$ cat src/rtl/osh_pkg.sv
package osh_pkg;
    typedef enum logic [1:0] {
        ST_RESET = 2'd0,
        ST_PRIME = 2'd1,
        ST_IDLE  = 2'd2,
        ST_PULSE = 2'd3
    } osh_state_e;
endpackage

$ cat src/rtl/osh_sync.sv
module osh_sync #(
    parameter int   W       = 1,
    parameter int   STAGES  = 2,
    parameter logic RST_VAL = 1'b0
) (
    input  logic         clk,
    input  logic         rst_n,
    input  logic [W-1:0] d,
    output logic [W-1:0] q
);
    logic [W-1:0] pipe [STAGES];

    for (genvar g = 0; g < STAGES; g++) begin : g_stage
        if (g == 0) begin : g_first
            always_ff @(posedge clk or negedge rst_n) begin
                if (!rst_n) pipe[g] <= {W{RST_VAL}};
                else        pipe[g] <= d;
            end
        end else begin : g_next
            always_ff @(posedge clk or negedge rst_n) begin
                if (!rst_n) pipe[g] <= {W{RST_VAL}};
                else        pipe[g] <= pipe[g-1];
            end
        end
    end

    assign q = pipe[STAGES-1];
endmodule

$ cat src/rtl/osh_trig.sv
module osh_trig (
    input  logic clk,
    input  logic rst_n,
    input  logic a_s,
    input  logic b_s,
    output logic fire
);
    logic a_prev, b_prev;
    logic a_rise, b_fall;

    always_ff @(posedge clk or negedge rst_n) begin
        if (!rst_n) begin
            a_prev <= 1'b0;
            b_prev <= 1'b0;
        end else begin
            a_prev <= a_s;
            b_prev <= b_s;
        end
    end

    always_comb begin
        a_rise = a_s & ~a_prev;
        b_fall = ~b_s & b_prev;
        fire   = (a_rise & b_s) | (b_fall & ~a_s);
    end
endmodule

$ cat src/rtl/osh_timer.sv
module osh_timer #(
    parameter int CW = 16
) (
    input  logic          clk,
    input  logic          rst_n,
    input  logic          load,
    input  logic [CW-1:0] load_val,
    input  logic          dec,
    output logic [CW-1:0] cnt,
    output logic          last
);
    always_ff @(posedge clk or negedge rst_n) begin
        if (!rst_n)    cnt <= '0;
        else if (load) cnt <= load_val;
        else if (dec)  cnt <= cnt - 1'b1;
    end

    assign last = (cnt == {{(CW-1){1'b0}}, 1'b1});

    AST_NO_UNDERFLOW: assert property (@(posedge clk) disable iff (!rst_n)
        dec |-> (cnt != '0));
    AST_LOAD_XOR_DEC: assert property (@(posedge clk) disable iff (!rst_n)
        !(load && dec));
endmodule

$ cat src/rtl/osh_oneshot.sv
module osh_oneshot
    import osh_pkg::*;
#(
    parameter int WIDTH_BITS   = 16,
    parameter int SYNC_STAGES  = 2,
    parameter int PRIME_CYCLES = 2
) (
    input  logic                  clk,
    input  logic                  rst_n,
    input  logic                  trig_a_i,
    input  logic                  trig_b_i,
    input  logic                  retrig_i,
    input  logic [WIDTH_BITS-1:0] width_i,
    output logic                  q_o,
    output logic                  qn_o
);
    localparam int PW = $clog2(PRIME_CYCLES + 1);
    localparam logic [PW-1:0] PRIME_LAST = PW'(PRIME_CYCLES - 1);

    osh_state_e            state, nxt;
    logic                  rst_s_n;
    logic [1:0]            ab_s;
    logic                  fire;
    logic [PW-1:0]         prime_cnt;
    logic                  tmr_load, tmr_dec, tmr_last;
    logic [WIDTH_BITS-1:0] tmr_cnt;
    logic                  q_r, qn_r;

    // release of reset is synchronized; assertion is immediate
    osh_sync #(.W(1), .STAGES(SYNC_STAGES), .RST_VAL(1'b0)) u_rst_sync (
        .clk   (clk),
        .rst_n (rst_n),
        .d     (1'b1),
        .q     (rst_s_n)
    );

    osh_sync #(.W(2), .STAGES(SYNC_STAGES), .RST_VAL(1'b0)) u_in_sync (
        .clk   (clk),
        .rst_n (rst_n),
        .d     ({trig_a_i, trig_b_i}),
        .q     (ab_s)
    );

    osh_trig u_trig (
        .clk   (clk),
        .rst_n (rst_n),
        .a_s   (ab_s[1]),
        .b_s   (ab_s[0]),
        .fire  (fire)
    );

    osh_timer #(.CW(WIDTH_BITS)) u_timer (
        .clk      (clk),
        .rst_n    (rst_n),
        .load     (tmr_load),
        .load_val (width_i),
        .dec      (tmr_dec),
        .cnt      (tmr_cnt),
        .last     (tmr_last)
    );

    // next state and timer control
    always_comb begin
        nxt      = state;
        tmr_load = 1'b0;
        tmr_dec  = 1'b0;
        unique case (state)
            ST_RESET: begin
                if (rst_s_n) nxt = ST_PRIME;                    // release
            end
            ST_PRIME: begin
                if (prime_cnt == PRIME_LAST) nxt = ST_IDLE;     // primed
            end
            ST_IDLE: begin
                if (fire && (width_i != '0)) begin              // fire
                    nxt      = ST_PULSE;
                    tmr_load = 1'b1;
                end
            end
            ST_PULSE: begin
                if (fire && retrig_i) begin
                    if (width_i == '0) nxt = ST_IDLE;           // cancel
                    else               tmr_load = 1'b1;         // reload
                end else if (tmr_last) begin
                    nxt = ST_IDLE;                              // expire
                end else begin
                    tmr_dec = 1'b1;                             // count
                end
            end
            default: nxt = ST_RESET;
        endcase
        if (!rst_s_n) begin
            nxt      = ST_RESET;
            tmr_load = 1'b0;
            tmr_dec  = 1'b0;
        end
    end

    // state register
    always_ff @(posedge clk or negedge rst_n) begin
        if (!rst_n) begin
            state     <= ST_RESET;
            prime_cnt <= '0;
        end else begin
            state     <= nxt;
            prime_cnt <= (state == ST_PRIME) ? prime_cnt + 1'b1 : '0;
        end
    end

    // registered outputs
    always_ff @(posedge clk or negedge rst_n) begin
        if (!rst_n) begin
            q_r  <= 1'b0;
            qn_r <= 1'b1;
        end else begin
            q_r  <= (nxt == ST_PULSE);
            qn_r <= (nxt != ST_PULSE);
        end
    end

    assign q_o  = q_r;
    assign qn_o = qn_r;

    AST_COMPLEMENT: assert property (@(posedge clk) disable iff (!rst_n)
        qn_o == ~q_o);
    AST_HOLD_LOW: assert property (@(posedge clk) disable iff (!rst_n)
        !rst_s_n |-> !q_o);
    AST_RELEASE_QUIET: assert property (@(posedge clk) disable iff (!rst_n)
        $rose(rst_s_n) |=> !q_o);
    AST_ZERO_NOPULSE: assert property (@(posedge clk) disable iff (!rst_n)
        (state == ST_IDLE && width_i == '0) |=> !q_o);
    AST_RETRIG_RELOAD: assert property (@(posedge clk) disable iff (!rst_n)
        (state == ST_PULSE && retrig_i && fire && width_i != '0 && rst_s_n)
        |=> (q_o && tmr_cnt == $past(width_i)));
    AST_NORETRIG_COUNT: assert property (@(posedge clk) disable iff (!rst_n)
        (state == ST_PULSE && !retrig_i && !tmr_last && rst_s_n)
        |=> (tmr_cnt == $past(tmr_cnt) - 1'b1));
endmodule

$ cat config.mk
export PLATFORM = sky130hd
export DESIGN_NAME = osh_oneshot
export DESIGN_NICKNAME = d
export VERILOG_FILES = /design/src/rtl/osh_pkg.sv /design/src/rtl/osh_sync.sv /design/src/rtl/osh_trig.sv /design/src/rtl/osh_timer.sv /design/src/rtl/osh_oneshot.sv
export SDC_FILE = /design/constraint.sdc
export NUM_CORES = 1
export LEC_CHECK = 0
export BUFFER_PORTS_ARGS = -buffer_cell sky130_fd_sc_hd__buf_2
export CAP_MARGIN = 20
export CORE_MARGIN = 1.5
export CORE_UTILIZATION = 50
export DETAILED_ROUTE_END_ITERATION = 7
export PLACE_DENSITY = 0.71
export SKIP_CTS_REPAIR_TIMING = 1
export SLEW_MARGIN = 20
export SYNTH_ARGS = -nofsm -noshare
export SYNTH_HDL_FRONTEND = slang
export SYNTH_SLANG_ARGS = --single-unit
$ cat constraint.sdc
create_clock -name clk -period 2 [get_ports clk]
set_input_delay 0.2 -clock clk [delete_from_list [all_inputs] [get_ports clk]]
set_output_delay 0.2 -clock clk [all_outputs]
set_load 0.05 [all_outputs]
# After elaboration in Yosys (flattened, before gate mapping)
# Index checks and enable logic that the tools add are counted.
# Widths: inputs -> output; s select.
[totals]
ramBits = 0
mem_count = 0
romBits = 0
output_inout_bits = 2
latch_bits = 0
ff_bits = 30
[classes]
mux = 19
bitwise_logic = 8
n_mul = 0
addsub = 2
n_eq_ne = 7
shift = 0
reduce_logical = 6
magnitude_cmp = 0
div_mod_pow = 0
[ops]
columns = ["op", "n"]
rows = [
  ["$mux 16", 2],
  ["$eq 16x1->1 const B", 1],
  ["$logic_not 16->1", 1],
  ["$reduce_bool 16->1", 1],
  ["$sub 16x1->16 const B", 1],
  ["$mux 2", 7],
  ["$mux 1", 8],
  ["$pmux 2 s4", 1],
  ["$eq 2x2->1 const B", 3],
  ["$and 1x1->1", 4],
  ["$eq 2x1->1 const B", 2],
  ["$not 1->1", 3],
  ["$add 2x1->2 const B", 1],
  ["$logic_and 1x1->1", 2],
  ["$logic_not 2->1", 1],
  ["$ne 2x2->1 const B", 1],
  ["$pmux 1 s2", 1],
  ["$reduce_bool 2->1", 1],
  ["$or 1x1->1", 1],
]

# Logic depth before layout (Yosys ltp)
# Gate-level depths: netlist of the first run.
[depth]
word_depth = 10
depth_mapped = 8
ltp_nobuf = 8

# Modules after synthesis
# From an unflattened synthesis of the first run, not the netlist that was laid out.
[hier_totals]
cells_unflattened = 146
hier_area_um2 = 1471.4
[modules_own_cells]
columns = ["module", "seq_area_each_um2", "area_each_um2", "cells_per_inst", "instances"]
rows = [
  ["osh_timer", 400.4, 920.9, 101, 1],
  ["osh_oneshot", 151.4, 319.1, 32, 1],
  ["osh_sync at u_in_sync", 100.1, 115.1, 6, 1],
  ["osh_trig", 50.0, 66.3, 5, 1],
  ["osh_sync at u_rst_sync", 50.0, 50.0, 2, 1],
]

# Least setup slack after synthesis of the first run
# No wires, ideal clock.
[synth_path]
kind = "register to register"
start = "register u_timer.cnt[8]"
end = "register u_timer.cnt[13]"
n_path_buf = 0
path_slack_ps = -65
t_arrival_ps = 1939
path_stages_with_launch = 6
path_cell_list = "dfrtp_1 > or3_4 > or3_4 > or3_1 > a21o_1 > a221o_1"
[synth_via]
elab_chain_cells = 6
[synth_lines]
columns = ["element", "line", "rtl"]
rows = [
  ["from (decl)", "osh_timer.sv:9", "output logic [CW-1:0] cnt,"],
  ["from (signal assigned)", "osh_timer.sv:14", "else if (load) cnt <= load_val;"],
  ["from (signal assigned)", "osh_timer.sv:15", "else if (dec) cnt <= cnt - 1'b1;"],
  ["branches (longest 6 deep; another with $sub 16x1->16)", "n/a", ""],
]
# Several ways; the timed one is not identified. The select of a mux whose other input is x is not followed.
# A chain may end at the register's enable or synchronous reset.

# Worst setup path after layout of the first run
[layout_path]
start = "register u_timer.cnt[9]"
end = "register u_timer.cnt[13]"
# The elaborated chain is that of the path after synthesis.

==> impl_metrics.tcl, run 1 <==
set metrics [dict create \
    max_stage_delay_ps 410 \
    htreeDepth 2 \
    cap_violations 0 \
    drive_gt1_share_pct 33.3 \
    path_class "reg2reg" \
    power_leakage_nw 0.855 \
    yosysWarnings 0 \
    start_util_pct 53.3 \
    hold_slack_ps 84.3 \
    cts_root_buf "clkbuf_4" \
    cp.arrival_ps 2250 \
    ir_worst_vdd_uv 967 \
    dieArea_um2 3330 \
    min-delay-start "width_i[3]" \
    r2r_end "u_timer.cnt[13]" \
    ff2ff_path_depth 5 \
    slowest_stage "dfrtp_1" \
    gr-total-overflow 0 \
    finalSetupViolations 1 \
    synth_edf_count 0 \
    syn_nets 178 \
    vias_per_cell 5.85 \
    antenna_found_initial 0 \
    antenna_cells 0 \
    nets 227 \
    placed_cell_area_um2 1780 \
    cts_tree "done" \
    die_width_um 57.7 \
    ys_async_sr_fraction_pct 100 \
    tightest_slew_ps 669 \
    route.detailed.wl_per_inst_um 16.3 \
    synth.distinct_cells 39 \
    period_minus_slack_ps 2020 \
    power_frac_seq_pct 37.0 \
    p_sw_share_pct 33.0 \
    timing.rr.start "u_timer.cnt[9]" \
    die_height_um 57.7 \
    seqCellArea_um2 752 \
    path_max_fanout 2 \
    grt_use_total_pct 24.9 \
    r2r_slack_ps -20 \
    multi_input_area_um2 766 \
    intPower_w 0.00163 \
    synth_top_flop_cell "dfrtp_1" \
    power.density_nw_per_um2 1210 \
    clockPowerShare_pct 26.5 \
    port_buffers 22 \
    syn_inst 154 \
    hold_viol 0 \
    crit_top_cell "or3_4" \
    drt-initial-drc-count 63 \
    cts_made_buffers 5 \
    fin_crit_sh_pct 101 \
    dpl.hpwl_mm 2.63 \
    worstHoldPathCells 3 \
    violations "DRC, setup timing" \
    place_ws_ps -42.8 \
    worst_setup_path_end_kind "register" \
    grt_pass1_wl_mm 6.13 \
    wirelength_mm 3.84 \
    clock_sinks 30 \
    max_freq_mhz 494 \
    n_fill_cell 214 \
    required_ps 2220 \
    syn_area_um2 1500 \
    drv_slew 0 \
    path_cells "or3_4, or3_4, or3_4, a21o_1, a221o_1" \
    num_vias 1375 \
    slew_headroom_pct 55.4 \
    grt_max_degree 31 \
    gp_congestion 0.866 \
    final_antenna_net_count 0 \
    status "finished with violations" \
    area_delta_synth_final_pct 34.1 \
    ioPinCount 23 \
    cts_buffer_depth 2 \
    clk_latency_ps 330 \
    synth.avg_cell_area_um2 9.71 \
    comb_power_share_pct 36.5 \
    row_count 19 \
    startpoint_type "register" \
    synth.ff_latch_count 30 \
    ys_seq_area_share_pct 50.3 \
    drc 4 \
    rsz0062_at_grt "yes" \
    setup_ws_ps -24.8 \
    core_area_um2 2810 \
    drtPass1Iterations 6 \
    clkTransAtPathRegs_ps 100 \
    hp-class "in2reg" \
    grt_pass1_vias 1342 \
    fin_area_um2 2010 \
    skew_ps 4.40 \
    power_switching_w 0.000801 \
    hold_end "u_timer.cnt[3]" \
]
flip-flops by register name, indices dropped and copies added, names as in the netlist:
| register | flops |
|---|---|
| u_trig.a_prev | 1 |
| qn_o | 1 |
| q_o | 1 |
| prime_cnt | 2 |
| u_rst_sync.pipe | 1 |
| u_timer.cnt | 16 |
| u_rst_sync.q | 1 |
| u_in_sync.pipe | 2 |
| u_trig.b_prev | 1 |
| state | 2 |
| u_in_sync.q | 2 |
cells in the mapped netlist (all sizes together) (2+ instances only):
cell,count,share of area (%)
a21oi,7,2.3
a221o,2,1.3
a31oi,2,0.84
clkbuf,3,0.75
dfrtp,29,49
ha,3,2.5
inv,8,2.0
nand2,15,3.8
nand3,5,1.7
nand3b,2,1.0
nand4,3,1.3
nor2,11,2.8
nor3,9,3.3
nor4,8,3.3
o211ai,2,1.0
o21ai,12,4.0
o41ai,2,1.2
or3,5,2.8
xnor2,7,4.1
xor2,2,1.2
per-stage QoR:
stage          utilization (%)  setup TNS, ps  total power, W  std cells
2_1_floorplan                -          -25.8         0.00131        154
3_3_place_gp              63.6              0         0.00163        222
3_5_place_dp              63.6          -42.8         0.00167        222
4_1_cts                   67.5           -222         0.00232        230
5_1_grt                   71.5          -69.4         0.00257        235
6_report                  71.5          -24.8         0.00243        235
final cells by class:
class | count | share of cell area (%)
repair buffers | 46 | 15.3
flip-flops and latches | 30 | 37.5
well taps | 31 | 1.93
clock inverters | 2 | 2.99
inverters | 8 | 1.50
clock buffers | 6 | 2.56
multi-input cells | 112 | 38.2
worst max-delay path, delay by kind of cell (launching register included):
kind	cells	cell delay [ps]
and+or+nand+nor	3	1040
AOI/OAI and AO/OA	2	460
DFF	1	410
layout by cell type (no fill, tap or decap), types with 2 or more instances in the layout:
cell type      count
ha_1               3
o211ai_1           2
clkbuf_4           5
or3_4              3
a31oi_1            2
nand3b_1           2
inv_1              7
o41ai_2            2
nor3_1             3
nor4_1             7
xnor2_1            7
a221o_1            2
xor2_1             2
nand3_1            5
a21oi_1            7
nor3_4             2
nand4_1            3
nor3_2             4
bufinv_16          2
nand2_1           14
o21ai_0           12
buf_2             23
dlygate4sd3_1      3
or3_1              2
nor2_1            10
buf_4             19
dfrtp_1           29
layer usage:
metal,global-route usage (%),vias to the layer above,part of all wire (%)
met1,31.2,666,44
met2,40.3,44,48
met3,6.47,7,5.7
met4,12.0,0,2.0
met5,0,-,0
li1,-,658,-
cell families (layout without fill, tap and decap cells):
family | Yosys count | after routing | share of synthesized area [%]
compound gates | 32 | 32 | 13.6
xor+xnor | 9 | 9 | 5.27
fa+ha+maj | 3 | 3 | 2.51
buf+inv | 12 | 62 | 3.10
flops | 30 | 30 | 50.3
mux | 1 | 1 | 0.753
other cells | 1 | 1 | 0.251
simple gates | 66 | 66 | 24.3
power groups by stage:
stage | registers [W] | clock network (W) | logic, W
finish | 0.000898 | 0.000645 | 0.000886
global route | 0.000915 | 0.000677 | 0.000980
CTS | 0.000874 | 0.000653 | 0.000792
detailed placement | 0.000885 | 0 | 0.000789
global placement | 0.000878 | 0 | 0.000756
floorplan | 0.000911 | 0 | 0.000399
worst max path at each step:
stage / end / start / cells after the start
2_1_floorplan: u_timer.cnt[13] / u_timer.cnt[8] / 5
3_3_place_gp: u_timer.cnt[13] / u_timer.cnt[9] / 5
3_5_place_dp: u_timer.cnt[13] / u_in_sync.q[1] / 8
4_1_cts: u_timer.cnt[13] / u_in_sync.q[1] / 8
5_1_grt: u_timer.cnt[13] / u_timer.cnt[9] / 5
6_report: u_timer.cnt[13] / u_timer.cnt[9] / 5
(Power assumes the default switching activity.)
==> inputs of run 2 (changes only) <==
ABC_AREA = 1   (was not set)
CORE_UTILIZATION = 57   (was 50)
PLACE_DENSITY = 0.76   (was 0.71)
clock period = 2.3 ns   (was 2 ns; I/O delays follow)
==> run 2 against run 1 <==
Against the previous run:
- sequential power decreased by 5.3%
- setup slack improved by 550 ps
- critical path type unchanged
- die area grew 7.3%
- combinational power increased by 16%
- the run now ends clean
==> impl_metrics.tcl, run 2 <==
set metrics [dict create \
    largest_reg_flops 16 \
    finalSetupViolations 0 \
    drtPass1Iterations 4 \
    tightest_slew_ps 676 \
    intPower_w 0.00129 \
    p_sw_share_pct 43.8 \
    vias_per_cell 5.00 \
    drt-initial-drc-count 98 \
    ys_async_sr_fraction_pct 100 \
    synth_common_cells "nand2_1, nor2_1, dfrtp_1" \
    nets 316 \
    cts_buffer_depth 2 \
    required_ps 2530 \
    final_antenna_net_count 0 \
    ys_seq_area_share_pct 41.0 \
    clock_sinks 30 \
    cts_made_buffers 5 \
    largest-register "u_timer.cnt" \
    ff2ff_path_depth 8 \
    cts_root_buf "clkbuf_4" \
    hp-class "in2reg" \
    worstHoldPathCells 3 \
    grt_pass1_wl_mm 6.63 \
    wirelength_mm 4.07 \
    max_freq_mhz 564 \
    htreeDepth 2 \
    power.density_nw_per_um2 1110 \
    clkTransAtPathRegs_ps 100 \
    die_height_um 59.7 \
    dieArea_um2 3570 \
    hold_slack_ps 116 \
    power_switching_w 0.00100 \
    status "finished clean" \
    comb_power_share_pct 44.8 \
    grt_max_degree 31 \
    synthTopCellsByArea "dfrtp_1, nand2_1, nor2_1" \
    port_buffers 22 \
    setup_tns_ps 0 \
    cap_violations 0 \
    drive_gt1_share_pct 14.3 \
    finalPower_w 0.00229 \
    path_class "reg2reg" \
    drv_slew 0 \
    netlist.area_leader.share_pct 39.5 \
    ir_worst_vdd_uv 618 \
    rsz0062_at_grt "no" \
    skew_ps 11.9 \
    startpoint_type "register" \
    synth_top_flop_cell "dfrtp_1" \
    synth.distinct_cells 25 \
    start_util_pct 60.1 \
    route.detailed.wl_per_inst_um 12.1 \
    slew_headroom_pct 55.0 \
    ioPinCount 23 \
    antenna_found_initial 0 \
    row_count 20 \
    syn_nets 289 \
    fin_area_um2 2070 \
    yosysWarnings 0 \
    path_max_fanout 15 \
    dpl.hpwl_mm 2.97 \
    power_leakage_nw 1.15 \
    grt_use_total_pct 25.5 \
    antenna_cells 0 \
    gr-total-overflow 0 \
    synth_edf_count 0 \
    core_area_um2 3050 \
    drc 0 \
    cts_tree "done" \
    power_frac_seq_pct 37.1 \
    fin_crit_sh_pct 77.0 \
    grt_pass1_vias 1453 \
    yosysTopAreaCell "dfrtp_1" \
    cp.arrival_ps 2010 \
    synth.ff_latch_count 30 \
    num_vias 1686 \
    layout.cells.most_common "nand2_1" \
    gp_congestion 0.817 \
    hold_viol 0 \
    area_delta_synth_final_pct 12.7 \
    placed_cell_area_um2 1960 \
    synth.most_common_cell "nand2_1" \
    synth.avg_cell_area_um2 6.93 \
    syn_area_um2 1840 \
    clockPowerShare_pct 18.1 \
    layout_common_cells "nand2_1, nor2_1, dfrtp_1" \
    worst_setup_path_end_kind "register" \
    period_minus_slack_ps 1770 \
    syn_inst 265 \
    clk_latency_ps 340 \
    die_width_um 59.7 \
]
run 2: changes by cell type after synthesis, moves of 9 or more:
cell     delta
nor2_1     +28
o21ai_0    -11
nand2_1    +88
nand4_1     +9
inv_1      +19
nand3_1    +18
run 2: critical path, cell delays in order (launching register included):
cell and delay [ps]:
dfrtp_1 390, nor2_1 100, nand2_1 100, a21oi_4 350, nand3_2 230, nand2_4 240, inv_6 110, nand2_1 70
nand2_1 70
run 2: worst paths after layout:
path                                   startpoint               to  slack, ps
worst min-delay path                   width_i[5]   u_timer.cnt[5]        120
worst max-delay path               u_in_sync.q[1]  u_timer.cnt[10]        530
max in group asynchronous                   rst_n     u_rst_sync.q       1390
worst min register to register  u_in_sync.pipe[3]   u_in_sync.q[1]        350
worst max register to register     u_in_sync.q[1]  u_timer.cnt[10]        530
min in group asynchronous                   rst_n  u_timer.cnt[10]        470
run 2: kinds of logic after synthesis:
| kind of cell | synth area share, % |
|---|---|
| compound gates | 1.43 |
| xor+xnor | 2.86 |
| fa+ha+maj | 2.05 |
| buf+inv | 9.13 |
| flops | 41.0 |
| other cells | 0.204 |
| simple gates | 43.4 |
run 2: stage by stage:
step	setup WS [ps]	std cells	utilization [%]
6_report	528	337	67.8
5_1_grt	357	337	67.8
4_1_cts	525	334	66.8
3_5_place_dp	539	326	64.3
3_3_place_gp	616	326	64.3
2_1_floorplan	874	265	-
run 2: routing by layer:
metal | vias to the layer above | track usage (%) | routed length, um
met3 | 9 | 6.71 | 180
met1 | 766 | 33.5 | 1880
met4 | 0 | 10.5 | 87
met5 | - | 0 | 0
li1 | 873 | - | -
met2 | 38 | 39.9 | 1930
run 2: power groups by stage:
stage                     clock, W  sequential, W  combinational (W)
after floorplan                  0       0.000822           0.000820
after global placement           0       0.000855           0.000985
after global routing      0.000448       0.000872            0.00119
after detailed placement         0       0.000856            0.00101
after CTS                 0.000427       0.000848            0.00102
final                     0.000416       0.000850            0.00103
run 2: final cells by class:
| type | instances | area [um2] |
|---|---|---|
| clock buffer | 5 | 37.5 |
| clock inverter | 3 | 40.0 |
| fill | 292 | 983 |
| inverter | 29 | 114 |
| multi-input combinational | 199 | 916 |
| sequential | 30 | 752 |
| tap | 44 | 55.1 |
| timing repair buffer | 27 | 155 |
==> inputs of run 3 (changes only) <==
ABC_AREA = 0   (was 1)
CORE_UTILIZATION = 55   (was 57)
PLACE_DENSITY = 0.75   (was 0.76)
clock period = 1.75 ns   (was 2.3 ns; I/O delays follow)
==> run 3 against run 2 <==
Against the previous run:
- the flow now finishes with violations (setup timing)
- clock skew fell by 0.74 ps
- clock-buffer cell count rose by 1
- setup slack worse by 810 ps
- fmax decreased by 13%
- register-to-register slack got worse by 810 ps
- power grew 21%
- hold slack lost 61 ps
- combinational power up 26%
- sequential share of layout area fell by 1.6 points
- critical path depth is 3 lower
- non-clock buffer count rose by 41
- sequential power grew 20%
- critical endpoint is now u_timer.cnt[13]
==> impl_metrics.tcl, run 3 (same netlist as run 1, synthesis figures left out) <==
set metrics [dict create \
    status "finished with violations" \
    violations "setup timing" \
    cp.arrival_ps 2270 \
    start_util_pct 59.3 \
    power_leakage_nw 0.961 \
    grt_max_degree 31 \
    tightest_slew_ps 661 \
    fin_util_pct 85.7 \
    slowest_stage "dfrtp_1" \
    n_fill_cell 139 \
    slew_headroom_pct 56.0 \
    skew_ps 11.1 \
    path_cells "or3_4, or3_4, or3_4, a21o_1, a221o_1" \
    final_antenna_net_count 0 \
    required_ps 1990 \
    cap_violations 0 \
    area_delta_synth_final_pct 44.6 \
    nets 249 \
    clkTransAtPathRegs_ps 100 \
    grt_pass1_vias 1468 \
    max_stage_delay_ps 410 \
    die_height_um 55.1 \
    largest_reg_flops 16 \
    power_switching_w 0.00105 \
    drive_gt1_share_pct 40.7 \
    path_max_fanout 2 \
    grt_pass1_wl_mm 6.31 \
    port_buffers 22 \
    met1_usage_pct 34.4 \
    layout_common_cells "buf_4, dfrtp_1, buf_2" \
    gr-total-overflow 0 \
    rsz0062_at_grt "yes" \
    p_sw_share_pct 37.9 \
    cts_root_buf "clkbuf_4" \
    grt_use_met3_pct 6.99 \
    crit_family "simple AND/OR/NAND/NOR gates" \
    row_count 18 \
    grt_use_total_pct 30.2 \
    clk_latency_ps 350 \
    grtUsageMet2_pct 52.6 \
    startpoint_type "register" \
    clockPowerShare_pct 16.5 \
    cts_buffer_depth 2 \
    antenna_found_initial 0 \
    largest-register "u_timer.cnt" \
    antenna_cells 0 \
    cts_made_buffers 5 \
    gp_congestion 0.958 \
    setup_tns_ps -1980 \
    fin_crit_sh_pct 116 \
    drt-initial-drc-count 61 \
    clock_sinks 30 \
    worst-path-buf-inv 0 \
    drc 0 \
    hold_viol 0 \
    dpl.hpwl_mm 3.03 \
    route.detailed.wl_per_inst_um 17.8 \
    comb_power_share_pct 46.9 \
    intPower_w 0.00172 \
    drv_slew 0 \
    htreeDepth 2 \
    path_class "reg2reg" \
    vias_per_cell 6.05 \
    power.density_nw_per_um2 1280 \
    setup_ws_ps -277 \
    die_width_um 55.1 \
    ir_worst_vdd_uv 1050 \
    worst_setup_path_end_kind "register" \
    cts_tree "done" \
    max_freq_mhz 493 \
    wirelength_mm 4.55 \
    drtPass1Iterations 5 \
    hp-class "in2reg" \
    power_frac_seq_pct 36.6 \
    grt_busiest_layer "met2" \
    finalSetupViolations 17 \
    num_vias 1549 \
    crit_top_cell "or3_4" \
    ioPinCount 23 \
    dieArea_um2 3040 \
    core_area_um2 2520 \
    period_minus_slack_ps 2030 \
    layout.cells.most_common "buf_4" \
]
run 3: changes by cell type in the layout (fill, tap and decap cells not counted), sizes merged, moves of 11 or more:
cell and change:
buf +41, nor2 -29, inv -21, nand3 -20
nand2 -91, o21ai +11
run 3: layout make-up:
type / count / area (um2) / area share, %
Clock buffer: 6 / 51.3 / 2.37
Clock inverter: 2 / 12.5 / 0.579
Inverter: 8 / 30.0 / 1.39
Multi-Input combinational cell: 112 / 808 / 37.4
Sequential cell: 30 / 752 / 34.8
Tap cell: 30 / 37.5 / 1.74
Timing Repair Buffer: 68 / 470 / 21.8
run 3: through the flow:
| step | instances | hold slack, ps | setup WS [ps] | cell area, um2 | total power, W |
|---|---|---|---|---|---|
| finish | 256 | 54.9 | -277 | 2160 | 0.00278 |
| global route | 256 | 54.9 | -299 | 2160 | 0.00293 |
| CTS | 250 | -145 | -299 | 2010 | 0.00257 |
| detailed placement | 242 | 237 | -255 | 1940 | 0.00211 |
| global placement | 242 | 226 | -221 | 1940 | 0.00204 |
| floorplan | 154 | -121 | -276 | 1510 | 0.00152 |
run 3: tightest hold or removal path, cell delays in order:
cell	delay (ps)
buf_2	90
nand2_1	40
o21ai_1	70
run 3: routing by layer:
layer	routed length (um)	vias up
met1	1720	747
met3	321	24
met5	0	-
met2	2320	78
met4	179	0
li1	-	700
run 3: worst paths after layout:
path                       slack, ps         startpoint         endpoint  depth (start not counted)
max                             -280     u_timer.cnt[9]  u_timer.cnt[13]                          5
min                               50         width_i[5]   u_timer.cnt[5]                          3
max reg2reg                     -280     u_timer.cnt[9]  u_timer.cnt[13]                          5
min reg2reg                      360  u_in_sync.pipe[2]   u_in_sync.q[0]                          0
max in group asynchronous        940              rst_n   u_timer.cnt[1]                          2
min in group asynchronous        380              rst_n     prime_cnt[0]                          2
run 3: power by group through the flow:
stage | combinational (W) | sequential (W) | clock, W
global placement | 0.00105 | 0.000985 | 0
global route | 0.00140 | 0.00103 | 0.000493
detailed placement | 0.00111 | 0.00100 | 0
floorplan | 0.000464 | 0.00105 | 0
CTS | 0.00112 | 0.000989 | 0.000460
finish | 0.00130 | 0.00102 | 0.000458
